--- src/rtl/adc_search_pkg.sv ---
package adc_search_pkg;

  typedef enum logic [1:0] {
    MODE_STAIR = 2'd0,
    MODE_TRACK = 2'd1,
    MODE_SAR   = 2'd2,
    MODE_SAR_X = 2'd3
  } srch_mode_e;

  typedef enum logic [1:0] {
    ST_IDLE   = 2'd0,
    ST_DISCH  = 2'd1,
    ST_SETTLE = 2'd2,
    ST_SAMPLE = 2'd3
  } srch_state_e;

endpackage

--- src/rtl/adc_cmp_sync.sv ---
module adc_cmp_sync #(
  parameter int STAGES = 2
) (
  input  logic clk_i,
  input  logic rst_ni,
  input  logic d_i,
  output logic q_o
);

  logic [STAGES-1:0] sync_q;

  generate
    if (STAGES == 1) begin : g_one
      always_ff @(posedge clk_i or negedge rst_ni) begin
        if (!rst_ni) sync_q <= '0;
        else         sync_q <= d_i;
      end
    end else begin : g_chain
      always_ff @(posedge clk_i or negedge rst_ni) begin
        if (!rst_ni) sync_q <= '0;
        else         sync_q <= {sync_q[STAGES-2:0], d_i};
      end
    end
  endgenerate

  assign q_o = sync_q[STAGES-1];

endmodule

--- src/rtl/adc_pwm_dac.sv ---
module adc_pwm_dac #(
  parameter int DW = 8
) (
  input  logic          clk_i,
  input  logic          rst_ni,
  input  logic [DW-1:0] code_i,
  output logic          pwm_o
);

  logic [DW-1:0] phase_q;
  logic          pwm_q;

  // free-running phase, period 2^DW
  always_ff @(posedge clk_i or negedge rst_ni) begin
    if (!rst_ni) begin
      phase_q <= '0;
      pwm_q   <= 1'b0;
    end else begin
      phase_q <= phase_q + 1'b1;
      pwm_q   <= (phase_q < code_i);
    end
  end

  assign pwm_o = pwm_q;

endmodule

--- src/rtl/adc_search_fsm.sv ---
module adc_search_fsm
  import adc_search_pkg::*;
#(
  parameter int DW = 8,
  parameter int TW = 16
) (
  input  logic          clk_i,
  input  logic          rst_ni,
  input  logic          start_i,
  input  logic [1:0]    mode_i,
  input  logic [TW-1:0] settle_i,
  input  logic [TW-1:0] discharge_i,
  input  logic          cmp_i,
  output logic [DW-1:0] code_o,
  output srch_mode_e    mode_o,
  output logic          busy_o,
  output logic          done_o,
  output logic [DW-1:0] result_o
);

  localparam int            IW       = (DW > 1) ? $clog2(DW) : 1;
  localparam logic [DW-1:0] CODE_MAX = '1;
  localparam logic [IW-1:0] BIT_TOP  = IW'(DW - 1);

  srch_state_e   state_q;
  srch_mode_e    mode_q;
  logic [DW-1:0] code_q, acc_q, result_q;
  logic [IW-1:0] bit_q;
  logic [TW-1:0] timer_q;
  logic          done_q, first_q, ref_q;

  logic [DW-1:0] trial_bit, acc_new;
  logic          is_sar, trk_flip, trk_down;

  always_comb begin
    for (int i = 0; i < DW; i++) trial_bit[i] = (bit_q == IW'(i));
  end

  assign is_sar   = (mode_q == MODE_SAR) || (mode_q == MODE_SAR_X);
  assign acc_new  = cmp_i ? acc_q : code_q;
  assign trk_flip = !first_q && (cmp_i != ref_q);
  assign trk_down = first_q ? cmp_i : ref_q;

  always_ff @(posedge clk_i or negedge rst_ni) begin
    if (!rst_ni) begin
      state_q  <= ST_IDLE;
      mode_q   <= MODE_STAIR;
      code_q   <= '0;
      acc_q    <= '0;
      result_q <= '0;
      bit_q    <= '0;
      timer_q  <= '0;
      done_q   <= 1'b0;
      first_q  <= 1'b0;
      ref_q    <= 1'b0;
    end else begin
      done_q <= 1'b0;
      unique case (state_q)
        ST_IDLE: begin
          if (start_i) begin
            mode_q  <= srch_mode_e'(mode_i);
            first_q <= 1'b1;
            unique case (srch_mode_e'(mode_i))
              MODE_STAIR: begin
                code_q  <= '0;
                timer_q <= discharge_i;
                state_q <= ST_DISCH;
              end
              MODE_TRACK: begin
                timer_q <= settle_i;
                state_q <= ST_SETTLE;
              end
              default: begin
                acc_q   <= '0;
                bit_q   <= BIT_TOP;
                code_q  <= {1'b1, {(DW-1){1'b0}}};
                timer_q <= settle_i;
                state_q <= ST_SETTLE;
              end
            endcase
          end
        end
        ST_DISCH: begin
          if (timer_q == '0) begin
            timer_q <= settle_i;
            state_q <= ST_SETTLE;
          end else begin
            timer_q <= timer_q - 1'b1;
          end
        end
        ST_SETTLE: begin
          if (timer_q == '0) state_q <= ST_SAMPLE;
          else               timer_q <= timer_q - 1'b1;
        end
        ST_SAMPLE: begin
          timer_q <= settle_i;
          state_q <= ST_SETTLE;
          first_q <= 1'b0;
          if (first_q) ref_q <= cmp_i;
          if (is_sar) begin
            if (bit_q == '0) begin
              code_q   <= acc_new;
              result_q <= acc_new;
              done_q   <= 1'b1;
              state_q  <= ST_IDLE;
            end else begin
              acc_q  <= acc_new;
              code_q <= acc_new | (trial_bit >> 1);
              bit_q  <= bit_q - 1'b1;
            end
          end else if (mode_q == MODE_STAIR) begin
            if (cmp_i || code_q == CODE_MAX) begin
              result_q <= code_q;
              done_q   <= 1'b1;
              state_q  <= ST_IDLE;
            end else begin
              code_q <= code_q + 1'b1;
            end
          end else begin
            // tracking: stop on reversal or at a bound
            if (trk_flip ||
                (trk_down && code_q == '0) ||
                (!trk_down && code_q == CODE_MAX)) begin
              result_q <= code_q;
              done_q   <= 1'b1;
              state_q  <= ST_IDLE;
            end else if (trk_down) begin
              code_q <= code_q - 1'b1;
            end else begin
              code_q <= code_q + 1'b1;
            end
          end
        end
        default: state_q <= ST_IDLE;
      endcase
    end
  end

  assign code_o   = code_q;
  assign mode_o   = mode_q;
  assign busy_o   = (state_q != ST_IDLE);
  assign done_o   = done_q;
  assign result_o = result_q;

endmodule

--- src/rtl/adc_search_ctrl.sv ---
module adc_search_ctrl
  import adc_search_pkg::*;
#(
  parameter int DW          = 8,
  parameter int TW          = 16,
  parameter int SYNC_STAGES = 2
) (
  input  logic          clk_i,
  input  logic          rst_ni,
  input  logic          start_i,
  input  logic [1:0]    mode_i,
  input  logic [TW-1:0] settle_i,
  input  logic [TW-1:0] discharge_i,
  input  logic          cmp_i,
  output logic          pwm_o,
  output logic          busy_o,
  output logic          done_o,
  output logic [DW-1:0] result_o
);

  logic          cmp_s;
  logic [DW-1:0] dac_code;
  srch_mode_e    mode_q;

  adc_cmp_sync #(.STAGES(SYNC_STAGES)) i_sync (
    .clk_i  (clk_i),
    .rst_ni (rst_ni),
    .d_i    (cmp_i),
    .q_o    (cmp_s)
  );

  adc_search_fsm #(.DW(DW), .TW(TW)) i_fsm (
    .clk_i       (clk_i),
    .rst_ni      (rst_ni),
    .start_i     (start_i),
    .mode_i      (mode_i),
    .settle_i    (settle_i),
    .discharge_i (discharge_i),
    .cmp_i       (cmp_s),
    .code_o      (dac_code),
    .mode_o      (mode_q),
    .busy_o      (busy_o),
    .done_o      (done_o),
    .result_o    (result_o)
  );

  adc_pwm_dac #(.DW(DW)) i_pwm (
    .clk_i  (clk_i),
    .rst_ni (rst_ni),
    .code_i (dac_code),
    .pwm_o  (pwm_o)
  );

endmodule

--- config.mk ---
export PLATFORM = sky130hd
export DESIGN_NAME = adc_search_ctrl
export DESIGN_NICKNAME = d
export VERILOG_FILES = /design/src/rtl/adc_search_pkg.sv /design/src/rtl/adc_cmp_sync.sv /design/src/rtl/adc_pwm_dac.sv /design/src/rtl/adc_search_fsm.sv /design/src/rtl/adc_search_ctrl.sv
export SDC_FILE = /design/constraint.sdc
export NUM_CORES = 1
export LEC_CHECK = 0
export BUFFER_PORTS_ARGS = -buffer_cell sky130_fd_sc_hd__buf_2
export CORE_MARGIN = 1
export CORE_UTILIZATION = 63
export CTS_CLUSTER_DIAMETER = 150
export DETAILED_ROUTE_END_ITERATION = 12
export HOLD_SLACK_MARGIN = 0.02
export PLACE_DENSITY = 0.92
export SLEW_MARGIN = 0
export SYNTH_ARGS = -nofsm -noshare
export SYNTH_HDL_FRONTEND = slang
export SYNTH_SLANG_ARGS = --single-unit
--- constraint.sdc ---
create_clock -name clk_i -period 4.9 [get_ports clk_i]
set_clock_uncertainty 0.2 [all_clocks]
set_input_delay 0.49 -clock clk_i [delete_from_list [all_inputs] [get_ports clk_i]]
set_output_delay 0.49 -clock clk_i [all_outputs]
set_load 0.02 [all_outputs]
# Word level (Yosys, flattened, before mapping)
# Index checks and enable logic that the tools add are counted.
[totals] in_bits=38 reg_bits=61 out_inout_bits=11 elab_cells=122
[classes] reduce_logical=26 addsub=5 n_mux=49 magnitude_cmp=1 bitwise_logic=1 n_eq_ne=27
[op_table] op="8-bit 2-to-1 mux" n=17
[op_table] op="16-bit 2-to-1 mux" n=4
[op_table] op="16-bit case mux with 4 select lines" n=1
[op_table] op="8-bit case mux with 2 select lines" n=3
[op_table] op="2-bit 2-to-1 mux" n=9
[op_table] op="8-bit by 1-bit adder with 8-bit output (second input constant)" n=2
[op_table] op="16-bit logical NOT" n=1
[op_table] op="16-bit by 1-bit subtractor with 16-bit output (second input constant)" n=1
[op_table] op="3-bit equality test (second input constant)" n=4
[op_table] op="3-bit 2-to-1 mux" n=4
[op_table] op="2-bit != test (second input constant)" n=5
[op_table] op="5-bit AND reduction" n=2
[op_table] op="2-bit equality test (second input constant)" n=4
[op_table] op="8-bit equality test (second input constant)" n=1
[op_table] op="8-bit logical NOT" n=1
[op_table] op="8-bit < comparator" n=1
[op_table] op="1-bit 2-to-1 mux" n=8
[op_table] op="2-bit by 1-bit != test with 1-bit output (second input constant)" n=4
[op_table] op="8-bit by 7-bit OR with 8-bit output" n=1
[op_table] op="2-bit case mux with 4 select lines" n=1
[op_table] op="8-bit by 1-bit subtractor with 8-bit output (second input constant)" n=1
[op_table] op="3-bit by 2-bit equality test with 1-bit output (second input constant)" n=2
[op_table] op="2-bit logical NOT" n=3
[op_table] op="3-bit case mux with 2 select lines" n=1
[op_table] op="other kinds (18)" n=28

# Depth between registers and ports, before layout
[logic_depth] ltp_word=8 depth_mapped=10 depth_no_buf=9

# Hierarchy
# From an unflattened synthesis, not the netlist that was laid out.
[hier_totals] cells_unflattened=478 area_unflattened_um2=4125.2
[modules_own_cells] module="adc_search_fsm" cells_each=424 instances=1 seq_area_each_um2=1251.2 area_per_inst_um2=3555.9
[modules_own_cells] module="adc_pwm_dac" cells_each=52 instances=1 seq_area_each_um2=225.2 area_per_inst_um2=519.2
[modules_own_cells] module="adc_cmp_sync" cells_each=2 instances=1 seq_area_each_um2=50.0 area_per_inst_um2=50.0

# Least setup slack after synthesis
# Ideal clock, no wire load.
[synth_timing] kind="register to register" from="register i_fsm.code_q[0] (netlist: i_fsm.code_o[0])" to="register i_fsm.result_q[3] (netlist: i_fsm.result_o[3])" required_time_ps=4575 arrival_ps=1971 stages_incl_launch_ff=9 synth_period_minus_slack_ps=2296 path_buffers=1 slack_ps=2604 setup_time_ps=125 cell_sequence="dfrtp_1 > clkbuf_1 > inv_1 > ha_1 > nand2_1 > nor4b_2 > o311ai_4 > a21oi_4 > mux2_2"
[synth_between] elab_chain_cells=6 word_cells_on_any_way=10 cone_classes="eq/ne: 2; reduce/logical: 8"
[synth_lines] item="from (decl)" line="adc_search_fsm.sv:27" text="logic [DW-1:0] code_q, acc_q, result_q;"
[synth_lines] item="from (signal assigned)" line="adc_search_fsm.sv:76" text="code_q <= {1'b1, {(DW-1){1'b0}}};"
[synth_lines] item="from (signal assigned)" line="adc_search_fsm.sv:102" text="code_q <= acc_new;"
[synth_lines] item="from (signal assigned)" line="adc_search_fsm.sv:108" text="code_q <= acc_new | (trial_bit >> 1);"
[synth_lines] item="8-bit logical NOT" line="adc_search_fsm.sv:122" text="(trk_down && code_q == '0) ||"
[synth_lines] item="1-bit logical AND" line="adc_search_fsm.sv:122"
[synth_lines] item="1-bit logical OR" line="adc_search_fsm.sv:121" text="if (trk_flip ||"
[synth_lines] item="1-bit logical OR" line="adc_search_fsm.sv:122"
[synth_lines] item="3-bit nonzero test (no line)"
[synth_lines] item="4-bit AND reduction (no line) *"
[synth_lines] item="to (signal assigned)" line="adc_search_fsm.sv:103" text="result_q <= acc_new;"
[synth_lines] item="to (signal assigned)" line="adc_search_fsm.sv:113" text="result_q <= code_q;"
[synth_lines] item="to (signal assigned)" line="adc_search_fsm.sv:124" text="result_q <= code_q;"
[synth_lines] item="to (decl)" line="adc_search_fsm.sv:27"
# Every way passes the cells marked *; elsewhere a longest branch is shown, timed or not.
# A chain may end at the register's enable or synchronous reset.

# Worst setup path in the final report
[layout_timing] from="register i_fsm.timer_q[0]" to="register i_fsm.timer_q[9]"
[layout_between] elab_chain_cells=3 word_cells_on_any_way=7 cone_classes="add/sub: 1; eq/ne: 1; mux: 3; reduce/logical: 2"
[layout_lines] item="from (decl)" line="adc_search_fsm.sv:29" text="logic [TW-1:0] timer_q;"
[layout_lines] item="from (signal assigned)" line="adc_search_fsm.sv:66" text="timer_q <= discharge_i;"
[layout_lines] item="from (signal assigned)" line="adc_search_fsm.sv:70" text="timer_q <= settle_i;"
[layout_lines] item="from (signal assigned)" line="adc_search_fsm.sv:77" text="timer_q <= settle_i;"
[layout_lines] item="16-bit by 1-bit subtractor with 16-bit output / 16-bit logical NOT (equally long branches)"
[layout_lines] item="16-bit 2-to-1 mux, or another cell as far along" line="adc_search_fsm.sv:92" text="if (timer_q == '0) state_q <= ST_SAMPLE;"
[layout_lines] item="16-bit case mux with 4 select lines / 2-bit AND reduction (equally long branches)"
# Parallel ways exist; a longest one is shown, timed or not. The select of a mux whose other input is x is not followed.

==> out/metrics.json <==
{
  "clock_tree": {
    "number_of_buffers_created_by_cts": 9,
    "clock_sinks": 61,
    "clk_pin_slew_worst_paths_ns": 0.08,
    "tritoncts": "done",
    "ctsLongestPathBuffers": 2,
    "cts-root-buf": "clkbuf_8",
    "cts.htree.levels": 3,
    "cts_post_setup_buffers_inserted": 0,
    "post_cts_gate_resize_count": 0,
    "clock_latency_ns": 0.35,
    "cts_hold_buffers": 0
  },
  "logic_synthesis": {
    "syn_inst": 431,
    "synth_mux_area_share_pct": 3.63,
    "synth_common_cells": "dfrtp_1, nand2_1, nor2_1",
    "synth-xor-area-share_pct": 2.65,
    "synth-adder-area-share_pct": 5.36,
    "synth_async_sr_flop_share_pct": 100,
    "yosysWarnings": 0,
    "yosys.area.top_type": "dfrtp_1",
    "postSynth.topFlopCell": "dfrtp_1",
    "synth.ff_latch_count": 61,
    "synth.avg_cell_area_sq_um": 9.21,
    "synth_area_leaders": "dfrtp_1, ha_1, a21oi_1",
    "post_syn_nets": 486,
    "synth.most_common_cell": "dfrtp_1",
    "synth_top_family_by_area": "compound AO/OA/AOI/OAI gates",
    "yosysUniqueCellTypes": 66,
    "synth-compound-area-share_pct": 24.9,
    "share_of_synthesized_area_occupied_by_flip_flops_and_latches_pct": 38.5,
    "netlist_area_sq_um": 3970,
    "synth.top_cell.area_share_pct": 38.5,
    "synth_simple_gate_area_share_pct": 19.8,
    "synth_edf_count": 0
  },
  "worst_setup_path": {
    "required_time_of_the_worst_setup_path_ns": 4.91,
    "worst_path_largest_cell_delay_ns": 0.57,
    "crit_arrival_ns": 2.81,
    "critical-path-slowest-cell": "a21boi_4",
    "crit_path_end_kind": "register",
    "setup.worst_path.class": "reg2reg",
    "cp_top_family": "compound AO/OA/AOI/OAI gates",
    "cp.buffers_inverters": 1,
    "crit_chain": "inv_1 > ha_1 > nor3b_2 > nand4_4 > a21boi_4 > nor2_1 > a222oi_1 > o21ai_1",
    "start_kind": "register",
    "crit_path_max_fanout": 22
  },
  "global_route": {
    "global_route.usage.met1_pct": 44.7,
    "grt_total_ovfl": 0,
    "grt_pass1_wl_mm": 15.9,
    "use_met3_pct": 7.42,
    "global_route.usage.total_pct": 32.0,
    "grt_pass1_vias": 3291,
    "grt_antenna_before_repair": 0,
    "gr_util_met2_pct": 48.1,
    "grt-busiest-layer": "met2",
    "grt_start_max_net_pins": 62
  },
  "sta": {
    "layout_min_cycle_time_ns": 2.80,
    "worst_pin_slew_ns": 1.10,
    "maxSlewViolCount": 0,
    "worst_slew_margin_rel_pct": 25.9,
    "achievable-frequency_ghz": 0.357,
    "final_tns_setup_ns": 0,
    "finalHoldViolations": 0,
    "unrepaired_setup_endpoints_after_global_routing": "false",
    "timing.final.crit_share_pct": 57.1,
    "setup_viol_count_final": 0
  },
  "detailed_routing": {
    "drtAntennaViolNets": 0,
    "first_pass_iters": 7,
    "vias_per_cell": 6.60,
    "detail_route.iter0.violations": 451,
    "detailroute.via_count": 3630,
    "drc": 0,
    "finalWirelength_mm": 9.67,
    "routedWlPerCell_microns": 17.6
  },
  "finish": {
    "antenna_cells_inserted": 0,
    "drive_above_1_share_pct": 18.9,
    "filler_cell_count": 437,
    "nNetsFinal": 525,
    "final_core_util_pct": 72.9,
    "area.growth.synth_to_final_pct": 10.1
  },
  "die": {
    "die_area_sq_um": 6620,
    "io_pins": 49,
    "die_height_microns": 81.4,
    "die_width_microns": 81.4,
    "initial_core_util_pct": 66.2,
    "num_rows": 28,
    "placeableCoreArea_sq_um": 5990
  },
  "job": {
    "cap_viol_max_count": 0
  },
  "min_path": {
    "hold_path_class": "in2reg"
  },
  "power": {
    "peakVddDrop_uv": 403,
    "p_leak_nw": 1.89,
    "cellPowerDensity_nw_per_um2": 655
  },
  "placement": {
    "detailed_place_hpwl_mm": 6.86,
    "gp_congestion": 0.950,
    "buffer_ports.inserted": 48
  },
  "status": {
    "run_status": "completed"
  }
}
==> path summary, 6_finish.rpt <==
kind | startpoint | to | slack, ns | depth (start not counted)
max in group asynchronous | rst_ni | i_sync.sync_q[0]$_DFF_PN0_ | 3.90 | 2
min reg2reg | i_sync.sync_q[0]$_DFF_PN0_ | i_sync.sync_q[1]$_DFF_PN0_ | 0.15 | 0
min in group asynchronous | rst_ni | i_fsm.done_o$_DFF_PN0_ | 0.09 | 2
max | i_fsm.timer_q[0]$_DFFE_PN0P_ | i_fsm.timer_q[9]$_DFFE_PN0P_ | 2.10 | 8
max reg2reg | i_fsm.timer_q[0]$_DFFE_PN0P_ | i_fsm.timer_q[9]$_DFFE_PN0P_ | 2.10 | 8
min | cmp_i | i_sync.sync_q[0]$_DFF_PN0_ | 0.05 | 1
==> cells in the final DEF (no fill, tap or decap), types with 3 or more instances in the layout <==
cell	netlist	final
o211ai_1	5	5
xor2_1	3	3
mux2_2	3	3
mux2i_1	11	11
nor4_1	6	6
o21ai_2	3	3
clkbuf_8	0	9
a22o_1	9	9
ha_1	17	17
a31oi_1	3	3
nor2_1	41	41
o21ai_0	28	28
a22oi_1	3	3
nand2b_1	5	5
nor4_4	3	3
a21oi_1	34	34
clkinv_4	0	3
buf_2	4	48
nand4_1	9	9
o21ai_1	6	6
nand2_1	41	41
nand3_1	9	9
xnor2_1	9	9
inv_1	19	19
nor3_1	15	15
a221oi_1	13	13
dfrtp_1	61	61
a211oi_1	3	3
and3_1	3	3
==> flip-flops by register name, summed over array words and instances, names as in the netlist <==
| name | count |
|---|---|
| i_pwm.pwm_o | 1 |
| i_fsm.mode_o | 2 |
| i_pwm.phase_q | 8 |
| i_fsm.result_o | 8 |
| i_fsm.done_o | 1 |
| i_fsm.acc_q | 8 |
| i_fsm.state_q | 2 |
| i_fsm.ref_q | 1 |
| i_fsm.bit_q | 3 |
| i_fsm.timer_q | 16 |
| i_fsm.first_q | 1 |
| i_fsm.code_o | 8 |
| i_sync.sync_q | 2 |
==> cells by family after synthesis <==
logic type	count (synthesis)
compound gates	138
xor+xnor	12
fa+ha+maj	17
buf+inv	42
flops	61
mux	14
simple gates	147
==> worst reg2reg max path, stage by stage, from the launching register on <==
cell and delay [ns]:
dfrtp_1 0.42, inv_1 0.10, ha_1 0.24, nor3b_2 0.37, nand4_4 0.24, a21boi_4 0.57
nor2_1 0.16, a222oi_1 0.28, o21ai_1 0.09
==> area by class of cell <==
cell class                      count  area (sq um)  area share, %
Clock inverter                      7          58.8           1.35
Tap cell                           75          93.8           2.15
Sequential cell                    61          1530           34.9
Clock buffer                        9           124           2.84
Timing Repair Buffer               50           255           5.84
Multi-Input combinational cell    328          2240           51.2
Inverter                           20          75.1           1.72
==> per-stage QoR <==
stage	area (sq um)	hold WS [ns]	total power, W	instances	worst slack (ns)
after floorplan	3970	-0.00559	0.00210	431	2.60
after global placement	4190	0.135	0.00236	534	2.29
after detailed placement	4190	0.139	0.00242	534	2.14
after CTS	4370	0.0419	0.00283	550	2.14
after global routing	4370	0.0364	0.00308	550	1.85
final	4370	0.0509	0.00286	550	2.10
==> power by group <==
| group | internal, W | leakage [nW] | switching, W | total, W |
|---|---|---|---|---|
| logic | 0.000580 | 1.06 | 0.000831 | 0.00141 |
| clock network | 0.000189 | 0.0864 | 0.000226 | 0.000415 |
| registers | 0.000703 | 0.751 | 0.000333 | 0.00104 |
| total | 0.00147 | 1.89 | 0.00139 | 0.00286 |
==> metal layers <==
metal,vias up,wire [microns]
met5,-,0
met1,1727,4180
met4,0,195
met3,22,840
met2,198,4460
li1,1683,-
No activity file was read; power rests on OpenSTA's default activity.
